**src/rtl/samp_pkg.sv**
```systemverilog
package samp_pkg;
   localparam int CLS_W      = 5;
   localparam int DATA_W     = 64;
   localparam int REC_BEATS  = 4;
   localparam int BEAT_BYTES = DATA_W / 8;
   localparam int REC_BYTES  = REC_BEATS * BEAT_BYTES;

   typedef enum logic [1:0] {
      TRK_IDLE,
      TRK_WAIT,
      TRK_WRITE
   } trk_state_e;
endpackage

```
**src/rtl/samp_interval.sv**
```systemverilog
module samp_interval #(
   parameter int CNT_W        = 16,
   parameter int MIN_INTERVAL = 256,
   parameter int JIT_W        = 4
) (
   input  logic             clk,
   input  logic             rst_n,
   input  logic             en,
   input  logic             step,
   input  logic [CNT_W-1:0] cfg_interval,
   input  logic             cfg_jitter,
   output logic             hit
);
   localparam logic [CNT_W-1:0] MIN_V = CNT_W'(MIN_INTERVAL);

   logic [CNT_W-1:0] cnt, base, reload;
   logic [15:0]      lfsr;
   logic             fb;

   assign base = (cfg_interval < MIN_V) ? MIN_V : cfg_interval;
   assign fb   = lfsr[15] ^ lfsr[13] ^ lfsr[12] ^ lfsr[10];
   assign hit  = (cnt <= CNT_W'(1));

   generate
      if (JIT_W == 0) begin : g_plain
         assign reload = base;
      end else begin : g_jit
         logic [JIT_W-1:0] jit;
         assign jit    = lfsr[JIT_W-1:0] & {JIT_W{cfg_jitter}};
         assign reload = base ^ CNT_W'(jit);
      end
   endgenerate

   always_ff @(posedge clk) begin
      if (!rst_n) begin
         cnt  <= MIN_V;
         lfsr <= 16'hACE1;
      end else if (!en) begin
         cnt <= base;
      end else if (step) begin
         if (hit) begin
            cnt  <= reload;
            lfsr <= {lfsr[14:0], fb};
         end else begin
            cnt <= cnt - CNT_W'(1);
         end
      end
   end
endmodule

```
**src/rtl/samp_filter.sv**
```systemverilog
module samp_filter #(
   parameter int EVT_W = 16,
   parameter int LAT_W = 12
) (
   input  logic [4:0]       cls,
   input  logic [EVT_W-1:0] events,
   input  logic [LAT_W-1:0] lat,
   input  logic [4:0]       cls_mask,
   input  logic [EVT_W-1:0] evt_req,
   input  logic [EVT_W-1:0] evt_forbid,
   input  logic [LAT_W-1:0] min_lat,
   output logic             pass
);
   logic cls_ok, ev_ok, lat_ok;

   assign cls_ok = (cls_mask == '0) || ((cls & cls_mask) != '0);
   assign ev_ok  = ((events & evt_req) == evt_req) && ((events & evt_forbid) == '0);
   assign lat_ok = (lat >= min_lat);
   assign pass   = cls_ok && ev_ok && lat_ok;
endmodule

```
**src/rtl/samp_writer.sv**
```systemverilog
module samp_writer
   import samp_pkg::*;
#(
   parameter int ADDR_W = 48
) (
   input  logic                               clk,
   input  logic                               rst_n,
   input  logic                               start,
   input  logic                               set_full,
   input  logic [REC_BEATS-1:0][DATA_W-1:0]   rec_in,
   input  logic                               ptr_load,
   input  logic [ADDR_W-1:0]                  ptr_value,
   input  logic [ADDR_W-1:0]                  limit,
   input  logic                               full_clr,
   input  logic                               wr_ready,
   output logic                               wr_valid,
   output logic [ADDR_W-1:0]                  wr_addr,
   output logic [DATA_W-1:0]                  wr_data,
   output logic                               wr_last,
   output logic                               done,
   output logic                               fits,
   output logic                               full
);
   localparam int BW = $clog2(REC_BEATS);

   logic [REC_BEATS-1:0][DATA_W-1:0] rec_q;
   logic [BW-1:0]                    beat;
   logic [ADDR_W-1:0]                ptr;
   logic [ADDR_W:0]                  end_addr;
   logic                             busy, hs;

   assign end_addr = {1'b0, ptr} + (ADDR_W+1)'(REC_BYTES);
   assign fits     = (end_addr <= {1'b0, limit});
   assign wr_valid = busy;
   assign wr_addr  = ptr;
   assign wr_data  = rec_q[beat];
   assign wr_last  = busy && (beat == BW'(REC_BEATS-1));
   assign hs       = busy && wr_ready;
   assign done     = hs && wr_last;

   always_ff @(posedge clk) begin
      if (!rst_n) begin
         busy  <= 1'b0;
         beat  <= '0;
         rec_q <= '0;
         ptr   <= '0;
         full  <= 1'b0;
      end else begin
         if (set_full)      full <= 1'b1;
         else if (full_clr) full <= 1'b0;

         if (ptr_load) ptr <= ptr_value;
         else if (hs)  ptr <= ptr + ADDR_W'(BEAT_BYTES);

         if (start) begin
            busy  <= 1'b1;
            beat  <= '0;
            rec_q <= rec_in;
         end else if (hs) begin
            if (wr_last) busy <= 1'b0;
            else         beat <= beat + BW'(1);
         end
      end
   end
endmodule

```
**src/rtl/op_sampler.sv**
```systemverilog
module op_sampler
   import samp_pkg::*;
#(
   parameter int ADDR_W       = 48,
   parameter int ID_W         = 6,
   parameter int EVT_W        = 16,
   parameter int LAT_W        = 12,
   parameter int SRC_W        = 8,
   parameter int TS_W         = 32,
   parameter int CNT_W        = 16,
   parameter int MIN_INTERVAL = 256,
   parameter int JIT_W        = 4
) (
   input  logic              clk,
   input  logic              rst_n,
   input  logic              samp_en,
   input  logic [CNT_W-1:0]  cfg_interval,
   input  logic              cfg_jitter,
   input  logic [4:0]        cfg_cls_mask,
   input  logic [EVT_W-1:0]  cfg_evt_req,
   input  logic [EVT_W-1:0]  cfg_evt_forbid,
   input  logic [LAT_W-1:0]  cfg_min_lat,
   input  logic              cfg_ts_en,
   input  logic              cfg_pa_en,
   input  logic              cfg_user_en,
   input  logic              cfg_kern_en,
   input  logic              ptr_load,
   input  logic [ADDR_W-1:0] ptr_value,
   input  logic [ADDR_W-1:0] buf_limit,
   input  logic              full_clr,
   input  logic              op_valid,
   input  logic [ID_W-1:0]   op_id,
   input  logic [ADDR_W-1:0] op_pc,
   input  logic [4:0]        op_cls,
   input  logic              op_kernel,
   input  logic              cmp_valid,
   input  logic [ID_W-1:0]   cmp_id,
   input  logic [ADDR_W-1:0] cmp_va,
   input  logic [ADDR_W-1:0] cmp_pa,
   input  logic [EVT_W-1:0]  cmp_events,
   input  logic [SRC_W-1:0]  cmp_src,
   input  logic [TS_W-1:0]   ts_now,
   output logic              wr_valid,
   input  logic              wr_ready,
   output logic [ADDR_W-1:0] wr_addr,
   output logic [63:0]       wr_data,
   output logic              wr_last,
   output logic              buf_full,
   output logic              svc_irq,
   output logic [CNT_W-1:0]  collisions
);
   generate
      if (ADDR_W < 8 || ADDR_W > 64) begin : g_bad_addr
         $error("ADDR_W must lie in 8..64");
      end
      if (LAT_W < 2 || LAT_W > 16) begin : g_bad_lat
         $error("LAT_W must lie in 2..16");
      end
      if (SRC_W > 8 || TS_W > 32) begin : g_bad_fields
         $error("source or timestamp field too wide for the record");
      end
      if (JIT_W > 16 || JIT_W >= CNT_W || MIN_INTERVAL < 2) begin : g_bad_interval
         $error("interval parameters inconsistent");
      end
   endgenerate

   localparam logic [LAT_W-1:0] LAT_MAX = {LAT_W{1'b1}};

   trk_state_e                   state;
   logic [ID_W-1:0]              trk_id;
   logic [ADDR_W-1:0]            trk_pc;
   logic [4:0]                   trk_cls;
   logic [LAT_W-1:0]             lat;
   logic                         hit, sel, lvl_ok, cmp_hit, pass;
   logic                         accept, set_full, fits, full, wdone;
   logic [REC_BEATS-1:0][DATA_W-1:0] rec;
   logic [TS_W-1:0]              ts_sel;

   samp_interval #(.CNT_W(CNT_W), .MIN_INTERVAL(MIN_INTERVAL), .JIT_W(JIT_W)) u_int (
      .clk(clk), .rst_n(rst_n), .en(samp_en), .step(op_valid),
      .cfg_interval(cfg_interval), .cfg_jitter(cfg_jitter), .hit(hit));

   samp_filter #(.EVT_W(EVT_W), .LAT_W(LAT_W)) u_flt (
      .cls(trk_cls), .events(cmp_events), .lat(lat),
      .cls_mask(cfg_cls_mask), .evt_req(cfg_evt_req), .evt_forbid(cfg_evt_forbid),
      .min_lat(cfg_min_lat), .pass(pass));

   assign sel      = op_valid && samp_en && hit;
   assign lvl_ok   = op_kernel ? cfg_kern_en : cfg_user_en;
   assign cmp_hit  = (state == TRK_WAIT) && cmp_valid && (cmp_id == trk_id);
   assign accept   = cmp_hit && pass && !full && fits;
   assign set_full = cmp_hit && pass && !full && !fits;
   assign ts_sel   = cfg_ts_en ? ts_now : '0;

   assign rec[0] = DATA_W'(trk_pc);
   assign rec[1] = DATA_W'(cmp_va);
   assign rec[2] = cfg_pa_en ? DATA_W'(cmp_pa) : '0;
   assign rec[3] = {32'(ts_sel), 8'(cmp_src), 16'(lat), 3'b000, trk_cls};

   samp_writer #(.ADDR_W(ADDR_W)) u_wr (
      .clk(clk), .rst_n(rst_n), .start(accept), .set_full(set_full), .rec_in(rec),
      .ptr_load(ptr_load), .ptr_value(ptr_value), .limit(buf_limit), .full_clr(full_clr),
      .wr_ready(wr_ready), .wr_valid(wr_valid), .wr_addr(wr_addr), .wr_data(wr_data),
      .wr_last(wr_last), .done(wdone), .fits(fits), .full(full));

   assign buf_full = full;
   assign svc_irq  = full;

   always_ff @(posedge clk) begin
      if (!rst_n) begin
         state      <= TRK_IDLE;
         trk_id     <= '0;
         trk_pc     <= '0;
         trk_cls    <= '0;
         lat        <= '0;
         collisions <= '0;
      end else begin
         if (sel && lvl_ok && state != TRK_IDLE)
            collisions <= collisions + CNT_W'(1);
         case (state)
            TRK_IDLE: if (sel && lvl_ok) begin
               state   <= TRK_WAIT;
               trk_id  <= op_id;
               trk_pc  <= op_pc;
               trk_cls <= op_cls;
               lat     <= '0;
            end
            TRK_WAIT: begin
               if (cmp_hit)              state <= accept ? TRK_WRITE : TRK_IDLE;
               else if (lat != LAT_MAX)  lat   <= lat + LAT_W'(1);
            end
            TRK_WRITE: if (wdone) state <= TRK_IDLE;
            default: state <= TRK_IDLE;
         endcase
      end
   end
endmodule

```
**config.mk**
```make
export PLATFORM = sky130hd
export DESIGN_NAME = op_sampler
export DESIGN_NICKNAME = d
export VERILOG_FILES = /design/src/rtl/samp_pkg.sv /design/src/rtl/samp_interval.sv /design/src/rtl/samp_filter.sv /design/src/rtl/samp_writer.sv /design/src/rtl/op_sampler.sv
export SDC_FILE = /design/constraint.sdc
export NUM_CORES = 1
export LEC_CHECK = 0
export CORE_ASPECT_RATIO = 0.9
export CORE_MARGIN = 5
export CORE_UTILIZATION = 55
export CTS_CLUSTER_SIZE = 28
export DETAILED_ROUTE_END_ITERATION = 8
export DONT_BUFFER_PORTS = 1
export PLACE_DENSITY = 0.74
export SYNTH_ARGS = -nofsm -noshare
export SYNTH_HDL_FRONTEND = slang
export SYNTH_SLANG_ARGS = --single-unit
```
**constraint.sdc**
```tcl
create_clock -name clk -period 9.65 [get_ports clk]
set_clock_uncertainty 0.05 [all_clocks]
set_input_delay 1.4475 -clock clk [delete_from_list [all_inputs] [get_ports clk]]
set_output_delay 1.4475 -clock clk [all_outputs]
set_load 0.05 [all_outputs]
```
==> metrics.yaml, run 1 <==
status:
  outcome: "finished, final reports clean"
critical_path:
  regToRegStartpoint: "u_wr.wr_addr[10]"
  worstPathArrival_ps: 7050
  timing_worst_setup_path_type: "reg2reg"
  crit_path_end_kind: "flip-flop"
  cp_max_fo: 123
  crit_required_ps: 10060
  cp-start-kind: "flip-flop"
  startpoint: "u_wr.wr_addr[10]"
  rrSetupSlack_ps: 3020
  ff2ff_path_depth: 16
  regToRegEndpoint: "u_wr.rec_q[230]"
sta:
  finalMaxSlewViolations: 0
  fmax_mhz: 151
  hold_viol: 0
  setup_viol: 0
  rsz0062_at_grt: "false"
  worst_slew_pin_slew_ps: 1240
  fin_crit_sh_pct: 68.8
  min_period_ps: 6630
  relSlewSlack_pct: 18.3
  tns_ps: 0
detailed_routing:
  drt_iter0_markers: 1441
  met3_length_um: 5500
  vias: 16742
  drc: 0
  wl_per_cell_um: 21.9
  dr_wl_met2_um: 28300
  wl_met1_um: 23800
  wl_um: 60600
  post_drt_via_cell_ratio: 6.05
  first_pass_iters: 6
  detail-route-antenna-nets: 0
  highest_layer: "met4"
logic_synthesis:
  ys.flop_type: "dfxtp_1"
  ys_ff_latch: 374
  async_reset_ff_share_pct: 0
  yosysWarnings: 0
  synth_area_mm2: 0.0199
  netlist.top_cell.by_area: "dfxtp_1"
  avgSynthCellArea_um2: 8.44
  synth_area_leaders: "dfxtp_1 (38%), mux2i_1 (11%), nand2_1 (9.5%), mux4_2 (4.6%), ha_1 (4.2%)"
  syn_inst: 2362
  syn-num-nets: 2821
  yosysSeqAreaShare_pct: 37.6
  synth_top_area_share_pct: 37.6
  synth_edf_count: 0
  synth_cell_types: 65
power_and_ir_drop:
  vdd_ir_drop_max_mv: 0.138
  leakage_nw: 7.45
  power_frac_seq_pct: 48.5
  power_density_mw_per_mm2: 159
  swShare_pct: 24.4
  p_clk_share_pct: 46.4
  internal_power_mw: 2.55
  power_mw: 3.38
  combPwrFrac_pct: 5.1
  switchingPower_mw: 0.826
final_layout:
  area_delta_synth_final_pct: 6.93
  fin_area_mm2: 0.0213
  mostFrequentLayoutCells: "nand2_1 (504), dfxtp_1 (372), mux2i_1 (227)"
  mostFrequentLayoutCell: "nand2_1"
  final_nets: 2715
  drive_gt1_share_pct: 10.8
die:
  die_h_um: 191
  boundaryPins: 524
  core_area_mm2: 0.0360
  dieWidth_um: 211
  rows: 66
  die-area_mm2: 0.0402
  start_util_pct: 55.4
min_path:
  worstHoldEndpoint: "u_wr.rec_q[163]"
  hp-start: "u_wr.rec_q[163]"
  min_path_type: "reg2reg"
  holdPathStages: 2
clocking:
  cts.htree.levels: 2
  cts.sinks: 374
  cts_buffers: 41
  root_buffer: "clkbuf_16"
  insertion_delay_ps: 550
  cts_tree: "yes"
  clk_pin_slew_ps: 60
  postCtsHoldBufs: 0
  post-cts-setup-buffers: 0
  cts_resized: 0
  clockBufferDepth: 3
place:
  dpl_cell_area_mm2: 0.0200
  portBuffers: 0
  place_hpwl_um: 44400
  place_congestion: 0.903
global_route:
  grt_overflow_total: 0
  grt_pass1_wl_um: 91000
  grt_usage_pct: 28.6
  grt_antenna_before_repair: 3
  grt_max_degree: 433
  grt_pass1_vias: 16081
job:
  cap_violations: 0
-- cell type report --
| type | instances | area (um^2) |
|---|---|---|
| Clock inverter | 13 | 141 |
| Clock buffer | 62 | 1210 |
| Timing Repair Buffer | 10 | 87.6 |
| Inverter | 88 | 335 |
| Sequential cell | 374 | 7490 |
| Antenna cell | 2 | 5.00 |
| Fill cell | 3186 | 14700 |
| Tap cell | 476 | 596 |
| Multi-Input combinational cell | 1741 | 11500 |
-- worst max-delay path: stages, from the launching register on --
cell	delay (ps)
dfxtp_1	820
nand4_1	610
nor4_2	590
nand2_1	320
nor3_1	490
nand2_1	130
xnor2_1	160
ha_1	340
nand4_1	160
nor4_1	560
nand2_1	130
nor2_1	170
o2111ai_1	170
nor2_4	140
buf_4	530
buf_12	590
mux2i_1	270
-- state kept, by name, summed over array words and instances (netlist names), 2 cells and up --
| name | flops |
|---|---|
| trk_id | 6 |
| state | 2 |
| u_wr.beat | 2 |
| u_wr.wr_addr | 48 |
| u_int.cnt | 16 |
| lat | 12 |
| u_wr.rec_q | 201 |
| collisions | 16 |
| u_int.lfsr | 16 |
| trk_cls | 5 |
| trk_pc | 48 |
-- cell families (layout without fill, tap and decap cells) --
group                    Yosys count  count (layout)  synth area share (%)
AND/OR/NAND/NOR                 1019            1019                  23.2
other                              0               2                     0
buffers and inverters            247             173                  5.05
multiplexers                     268             268                  16.0
AO/OA/AOI/OAI                    279             279                  9.24
XOR/XNOR                         108             108                  4.74
flip-flops                       374             374                  37.6
adder cells (fa/ha/maj)           67              67                  4.20
-- power groups by stage --
stage                     Sequential (mW)  Combinational (mW)  Clock (mW)
after detailed placement             1.67               0.170           0
after CTS                            1.64               0.172        1.60
after global routing                 1.64               0.195        1.67
after global placement               1.67               0.165           0
after floorplan                      1.66               0.168           0
final                                1.64               0.173        1.57
-- worst max path at each step --
stage	endpoint	slack [ps]	cells past startpoint
3_5_place_dp	u_wr.rec_q[154]	3190	16
2_1_floorplan	u_wr.rec_q[193]	4940	17
3_3_place_gp	u_wr.rec_q[103]	3400	16
5_1_grt	u_wr.rec_q[29]	2570	16
4_1_cts	u_wr.rec_q[82]	3150	16
6_report	u_wr.rec_q[230]	3020	16
-- per-stage QoR --
step,instances,utilization [%],worst slack (ps),hold slack [ps]
4_1_cts,2764,59.2,3150,407
3_5_place_dp,2689,55.5,3190,397
2_1_floorplan,2362,-,4940,380
5_1_grt,2766,59.2,2570,420
3_3_place_gp,2689,55.5,3400,387
6_report,2766,59.2,3020,405
-- routing by layer --
metal	up-vias	global-route usage, %
li1	7884	-
met1	7960	36.2
met2	743	46.2
met3	155	7.50
met4	0	12.4
met5	-	0
-- synth_stat cells (5+ instances only) --
master and instances:
buf_1 7, buf_2 18, o21ai_0 54, a21o_1 5, mux4_2 41, and2_1 6, nor4_1 13, nor3_1 30
or3_1 16, xor2_1 57, inv_1 88, a22oi_1 7, xnor2_1 51, a31oi_1 9, nand2b_1 7, nand2_1 505
a21oi_1 86, nand4_1 36, mux2i_1 227, nand3_1 132, or4_1 6, a21oi_2 59, o31ai_1 5, o22ai_1 9
dfxtp_1 374, buf_6 7, a311oi_1 5, ha_1 67, nand2_2 59, nor2_1 147, nor2b_1 6, clkbuf_1 126
and3_1 32, and4_1 8, a211oi_1 8
Power figures use the tool's default switching activity.
==> inputs of run 2 (changes only) <==
Settings changed: PLACE_DENSITY 0.74 to 0.77.
Clock period 9.65 ns to 6 ns, I/O delays scaled along.
==> run 2 against run 1 <==
  * Maximum frequency increased by 18%
  * Critical path type unchanged
  * Clock power increased by 59%
  * Largest cell class unchanged
  * Worst setup slack got worse by 2600 ps
  * First-iteration DRC count increased by 0.83%
  * Global-route usage increased by 1.0 points
  * Utilization increased by 0.90 points
  * Combinational power increased by 120%
  * Routed wire length increased by 3.1%
  * Cell area increased by 1.5%
  * Sequential share of layout area decreased by 0.52 points
  * Sequential cell count unchanged
==> metrics.yaml, run 2 (synthesis results as in run 1) <==
status:
  outcome: "finished, final reports clean"
sta:
  timing.final.ws_setup_ps: 392
  worst_slew_pin_slew_ps: 1180
  hold_viol: 0
  finalMaxSlewViolations: 0
  timing.hold.ws_ps: 405
  min_period_ps: 5610
  fin_crit_sh_pct: 93.5
  tns_ps: 0
  fmax_mhz: 178
  setup_viol: 0
  rsz0062_at_grt: "false"
  relSlewSlack_pct: 20.9
clocking:
  clockBufferDepth: 3
  cts_tree: "yes"
  cts_buffers: 41
  clk_pin_slew_ps: 60
  cts.htree.levels: 2
  cts_resized: 0
  cts.sinks: 374
  insertion_delay_ps: 560
  root_buffer: "clkbuf_16"
  postCtsHoldBufs: 0
  post-cts-setup-buffers: 0
detailed_routing:
  met3_length_um: 5310
  wl_met1_um: 25000
  wl_per_cell_um: 22.2
  vias: 17170
  wl_um: 62500
  dr_wl_met2_um: 29000
  drt_iter0_markers: 1453
  post_drt_via_cell_ratio: 6.11
  drc: 0
  highest_layer: "met5"
  detail-route-antenna-nets: 0
  first_pass_iters: 5
final_layout:
  seq_area_mm2: 0.00749
  utilization_pct: 60.1
  final_nets: 2760
  fill_cells: 3141
  instances_no_fill: 2810
  area_delta_synth_final_pct: 8.55
  largest_register_ffs: 201
  mostFrequentLayoutCell: "nand2_1"
  multi_input_area_mm2: 0.0115
  mostFrequentLayoutCells: "nand2_1 (504), dfxtp_1 (372), mux2i_1 (227)"
  regMostFlops: "u_wr.rec_q"
  fin_area_mm2: 0.0216
  drive_gt1_share_pct: 12.6
critical_path:
  rrSetupSlack_ps: 390
  cp-start-kind: "flip-flop"
  crit_path_end_kind: "flip-flop"
  regToRegEndpoint: "u_wr.rec_q[10]"
  timing_worst_setup_path_type: "reg2reg"
  ff2ff_path_depth: 17
  regToRegStartpoint: "u_wr.wr_addr[11]"
  crit_required_ps: 6420
  worstPathArrival_ps: 6020
  cp_max_fo: 30
power_and_ir_drop:
  power_density_mw_per_mm2: 251
  vdd_ir_drop_max_mv: 0.231
  power_mw: 5.43
  leakage_nw: 7.68
min_path:
  holdPathStages: 2
  worstHoldEndpoint: "u_wr.rec_q[245]"
  hp-start: "u_wr.rec_q[245]"
  min_path_type: "reg2reg"
place:
  preCtsSetupSlack_ps: 504
  placed_cells: 2734
  dpl_cell_area_mm2: 0.0203
  place_hpwl_um: 45900
  portBuffers: 0
  place_congestion: 0.958
global_route:
  grt_usage_pct: 29.6
  grt_max_degree: 433
  grt_pass1_vias: 16391
  grt_overflow_total: 0
  grt_pass1_wl_um: 94400
  grt_antenna_before_repair: 7
die:
  die-area_mm2: 0.0402
  rows: 66
  core_area_mm2: 0.0360
  boundaryPins: 524
  die_h_um: 191
  dieWidth_um: 211
  start_util_pct: 55.4
job:
  cap_violations: 0
[run 2: cell count changes in the layout (fill, tap and decap cells not counted), sizes merged]
cell,before,now
clkbuf,62,52
clkinv,8,11
diode,2,7
inv,88,89
buf,10,55
[run 2: report_power, final]
group / switching (mW) / leakage, nW / internal [mW]
Clock: 1.06 / 0.639 / 1.43
Combinational: 0.246 / 4.01 / 0.135
Sequential: 0.0451 / 3.03 / 2.51
[run 2: worst max path at each step]
stage,start,endpoint,cells past startpoint
detailed placement,u_wr.wr_addr[11],u_wr.rec_q[10],17
floorplan,u_wr.wr_addr[11],u_wr.rec_q[193],17
CTS,u_wr.wr_addr[11],u_wr.rec_q[10],17
global placement,u_wr.wr_addr[11],u_wr.rec_q[141],17
global route,u_wr.wr_addr[12],u_wr.rec_q[10],17
finish,u_wr.wr_addr[11],u_wr.rec_q[10],17
[run 2: area by class of cell]
class | count | share of cell area, %
clock inverters | 17 | 0.780
inverters | 88 | 1.55
well taps | 476 | 2.75
repair buffers | 55 | 2.02
clock buffers | 52 | 5.26
multi-input cells | 1741 | 52.9
flip-flops and latches | 374 | 34.6
diodes | 7 | 0.0809
[run 2: worst max-delay path, stage by stage, from the launching register on]
cell and delay (ps):
dfxtp_1 330, buf_4 240, nand4_1 450, nor4_2 350
buf_4 190, nand2_1 210, nor3_1 440, nand2_1 120
xnor2_1 160, ha_1 310, nand4_1 150, nor4_1 840
nand2_1 150, nor2_1 190, o2111ai_1 160, nor2_4 370
buf_4 500, mux2i_1 280
[run 2: layer usage]
metal / vias up / global-route usage (%)
met5: - / 0
met1: 8224 / 37.9
met3: 173 / 7.40
li1: 7989 / -
met4: 2 / 13.8
met2: 782 / 47.1
==> inputs of run 3 (changes only) <==
Settings changed: CTS_BUF_LIST set to sky130_fd_sc_hd__clkbuf_16.
==> run 3 against run 2 <==
  * Global-route usage decreased by 0.056 points
  * Count of clock-buffer cells in the layout decreased by 10
  * Largest power group unchanged
  * Routed wire length decreased by 0.19%
  * Worst setup slack got worse by 2.7 ps
  * Critical endpoint unchanged
==> metrics.yaml, run 3 (synthesis results as in run 1) <==
status:
  outcome: "finished, final reports clean"
min_path:
  hp-start: "u_wr.rec_q[245]"
  holdPathStages: 2
  min_path_type: "reg2reg"
  worstHoldEndpoint: "u_wr.rec_q[245]"
final_layout:
  area_delta_synth_final_pct: 8.30
  fill_cells: 3149
  utilization_pct: 60.0
  mostFrequentLayoutCells: "nand2_1 (504), dfxtp_1 (372), mux2i_1 (227)"
  largest_register_ffs: 201
  mostFrequentLayoutCell: "nand2_1"
  drive_gt1_share_pct: 12.4
  regMostFlops: "u_wr.rec_q"
  fin_area_mm2: 0.0216
  final_nets: 2760
critical_path:
  regToRegEndpoint: "u_wr.rec_q[10]"
  crit_required_ps: 6410
  critPathSlowestCell: "nor4_1"
  cp_max_fo: 30
  rrSetupSlack_ps: 390
  crit_path_end_kind: "flip-flop"
  ff2ff_path_depth: 17
  regToRegStartpoint: "u_wr.wr_addr[11]"
  worstPathArrival_ps: 6020
  cp-start-kind: "flip-flop"
  timing_worst_setup_path_type: "reg2reg"
  critPathMaxStageDelay_ps: 840
  path_cells: "buf_4 > nand4_1 > nor4_2 > buf_4 > nand2_1 > nor3_1 > nand2_1 > xnor2_1 > ha_1 > nand4_1 > nor4_1 > nand2_1 > nor2_1 > o2111ai_1 > nor2_4 > buf_4 > mux2i_1"
place:
  dpl_cell_area_mm2: 0.0203
  place_hpwl_um: 45900
  portBuffers: 0
  place_congestion: 0.958
sta:
  setup_viol: 0
  relSlewSlack_pct: 20.2
  rsz0062_at_grt: "false"
  tns_ps: 0
  timing.hold.ws_ps: 405
  worst_slew_pin_slew_ps: 1190
  fin_crit_sh_pct: 93.5
  finalMaxSlewViolations: 0
  hold_viol: 0
  fmax_mhz: 178
  min_period_ps: 5610
die:
  core_area_mm2: 0.0360
  dieWidth_um: 211
  boundaryPins: 524
  rows: 66
  start_util_pct: 55.4
  die_h_um: 191
  die-area_mm2: 0.0402
detailed_routing:
  vias: 17081
  detail-route-antenna-nets: 0
  wl_um: 62400
  first_pass_iters: 6
  drt_iter0_markers: 1526
  wl_per_cell_um: 22.2
  post_drt_via_cell_ratio: 6.08
  drc: 0
power_and_ir_drop:
  power_density_mw_per_mm2: 248
  power_frac_seq_pct: 47.8
  vdd_ir_drop_max_mv: 0.233
  swShare_pct: 25.1
  p_clk_share_pct: 45.1
  internal_power_mw: 4.01
  power_mw: 5.35
  leakage_nw: 7.67
  switchingPower_mw: 1.34
  combPwrFrac_pct: 7.1
global_route:
  grt_antenna_before_repair: 7
  grt_max_degree: 433
  grt_pass1_vias: 16421
  grt_usage_pct: 29.5
  grt_overflow_total: 0
  grt_pass1_wl_um: 94200
clocking:
  clk_pin_slew_ps: 60
  postCtsHoldBufs: 0
  cts_buffers: 41
  cts.sinks: 374
  cts_resized: 0
  cts.htree.levels: 2
  post-cts-setup-buffers: 0
  insertion_delay_ps: 560
  root_buffer: "clkbuf_16"
  cts_tree: "yes"
  clockBufferDepth: 3
job:
  cap_violations: 0
run 3: cell count changes in the layout (fill, tap and decap cells not counted), sizes merged:
cell,before,now
clkinv,11,16
inv,89,94
clkbuf,52,42
run 3: how the worst max path moves through the flow:
| stage | from | endpoint | slack, ps | cells after the start |
|---|---|---|---|---|
| final | u_wr.wr_addr[11] | u_wr.rec_q[10] | 390 | 17 |
| after global routing | u_wr.wr_addr[12] | u_wr.rec_q[10] | 50 | 17 |
| after CTS | u_wr.wr_addr[11] | u_wr.rec_q[10] | 460 | 17 |
| after detailed placement | u_wr.wr_addr[11] | u_wr.rec_q[10] | 500 | 17 |
| after global placement | u_wr.wr_addr[11] | u_wr.rec_q[141] | 650 | 17 |
| after floorplan | u_wr.wr_addr[11] | u_wr.rec_q[193] | 1290 | 17 |
run 3: critical path, delay by kind of cell (launching register included):
family                     cells  cell delay [ps]
xor gates and xnor gates       1              160
adders and majority gates      1              310
DFF                            1              330
AOI/OAI and AO/OA              1              160
and+or+nand+nor               10             3270
muxes                          1              280
buffers and inverters          3              930
run 3: area by class of cell:
cell class                      count  area (um^2)  area share, %
Tap cell                          476          596           2.76
Timing Repair Buffer               55          438           2.03
Clock inverter                     27          206          0.956
Antenna cell                        7         17.5         0.0811
Clock buffer                       42         1050           4.87
Inverter                           88          335           1.55
Sequential cell                   374         7490           34.7
Multi-Input combinational cell   1741        11500           53.0
run 3: per-stage QoR:
stage,std cells,setup WS [ps]
after CTS,2803,458
after detailed placement,2734,504
after global placement,2734,654
final,2810,390
after floorplan,2362,1290
after global routing,2810,49.5
run 3: power groups by stage:
stage                     Clock [mW]  Sequential (mW)  Combinational (mW)
after global routing            2.56             2.56               0.417
after floorplan                    0             2.66               0.270
after global placement             0             2.61               0.366
final                           2.41             2.56               0.381
after CTS                       2.45             2.56               0.377
after detailed placement           0             2.61               0.375
run 3: layer usage:
| layer | track usage [%] | vias up | share of wire [%] |
|---|---|---|---|
| met3 | 7.42 | 176 | 8.5 |
| met5 | 0 | - | 0.032 |
| met2 | 47.0 | 745 | 46 |
| met4 | 13.9 | 2 | 5.0 |
| met1 | 37.9 | 8165 | 40 |
| li1 | - | 7993 | - |
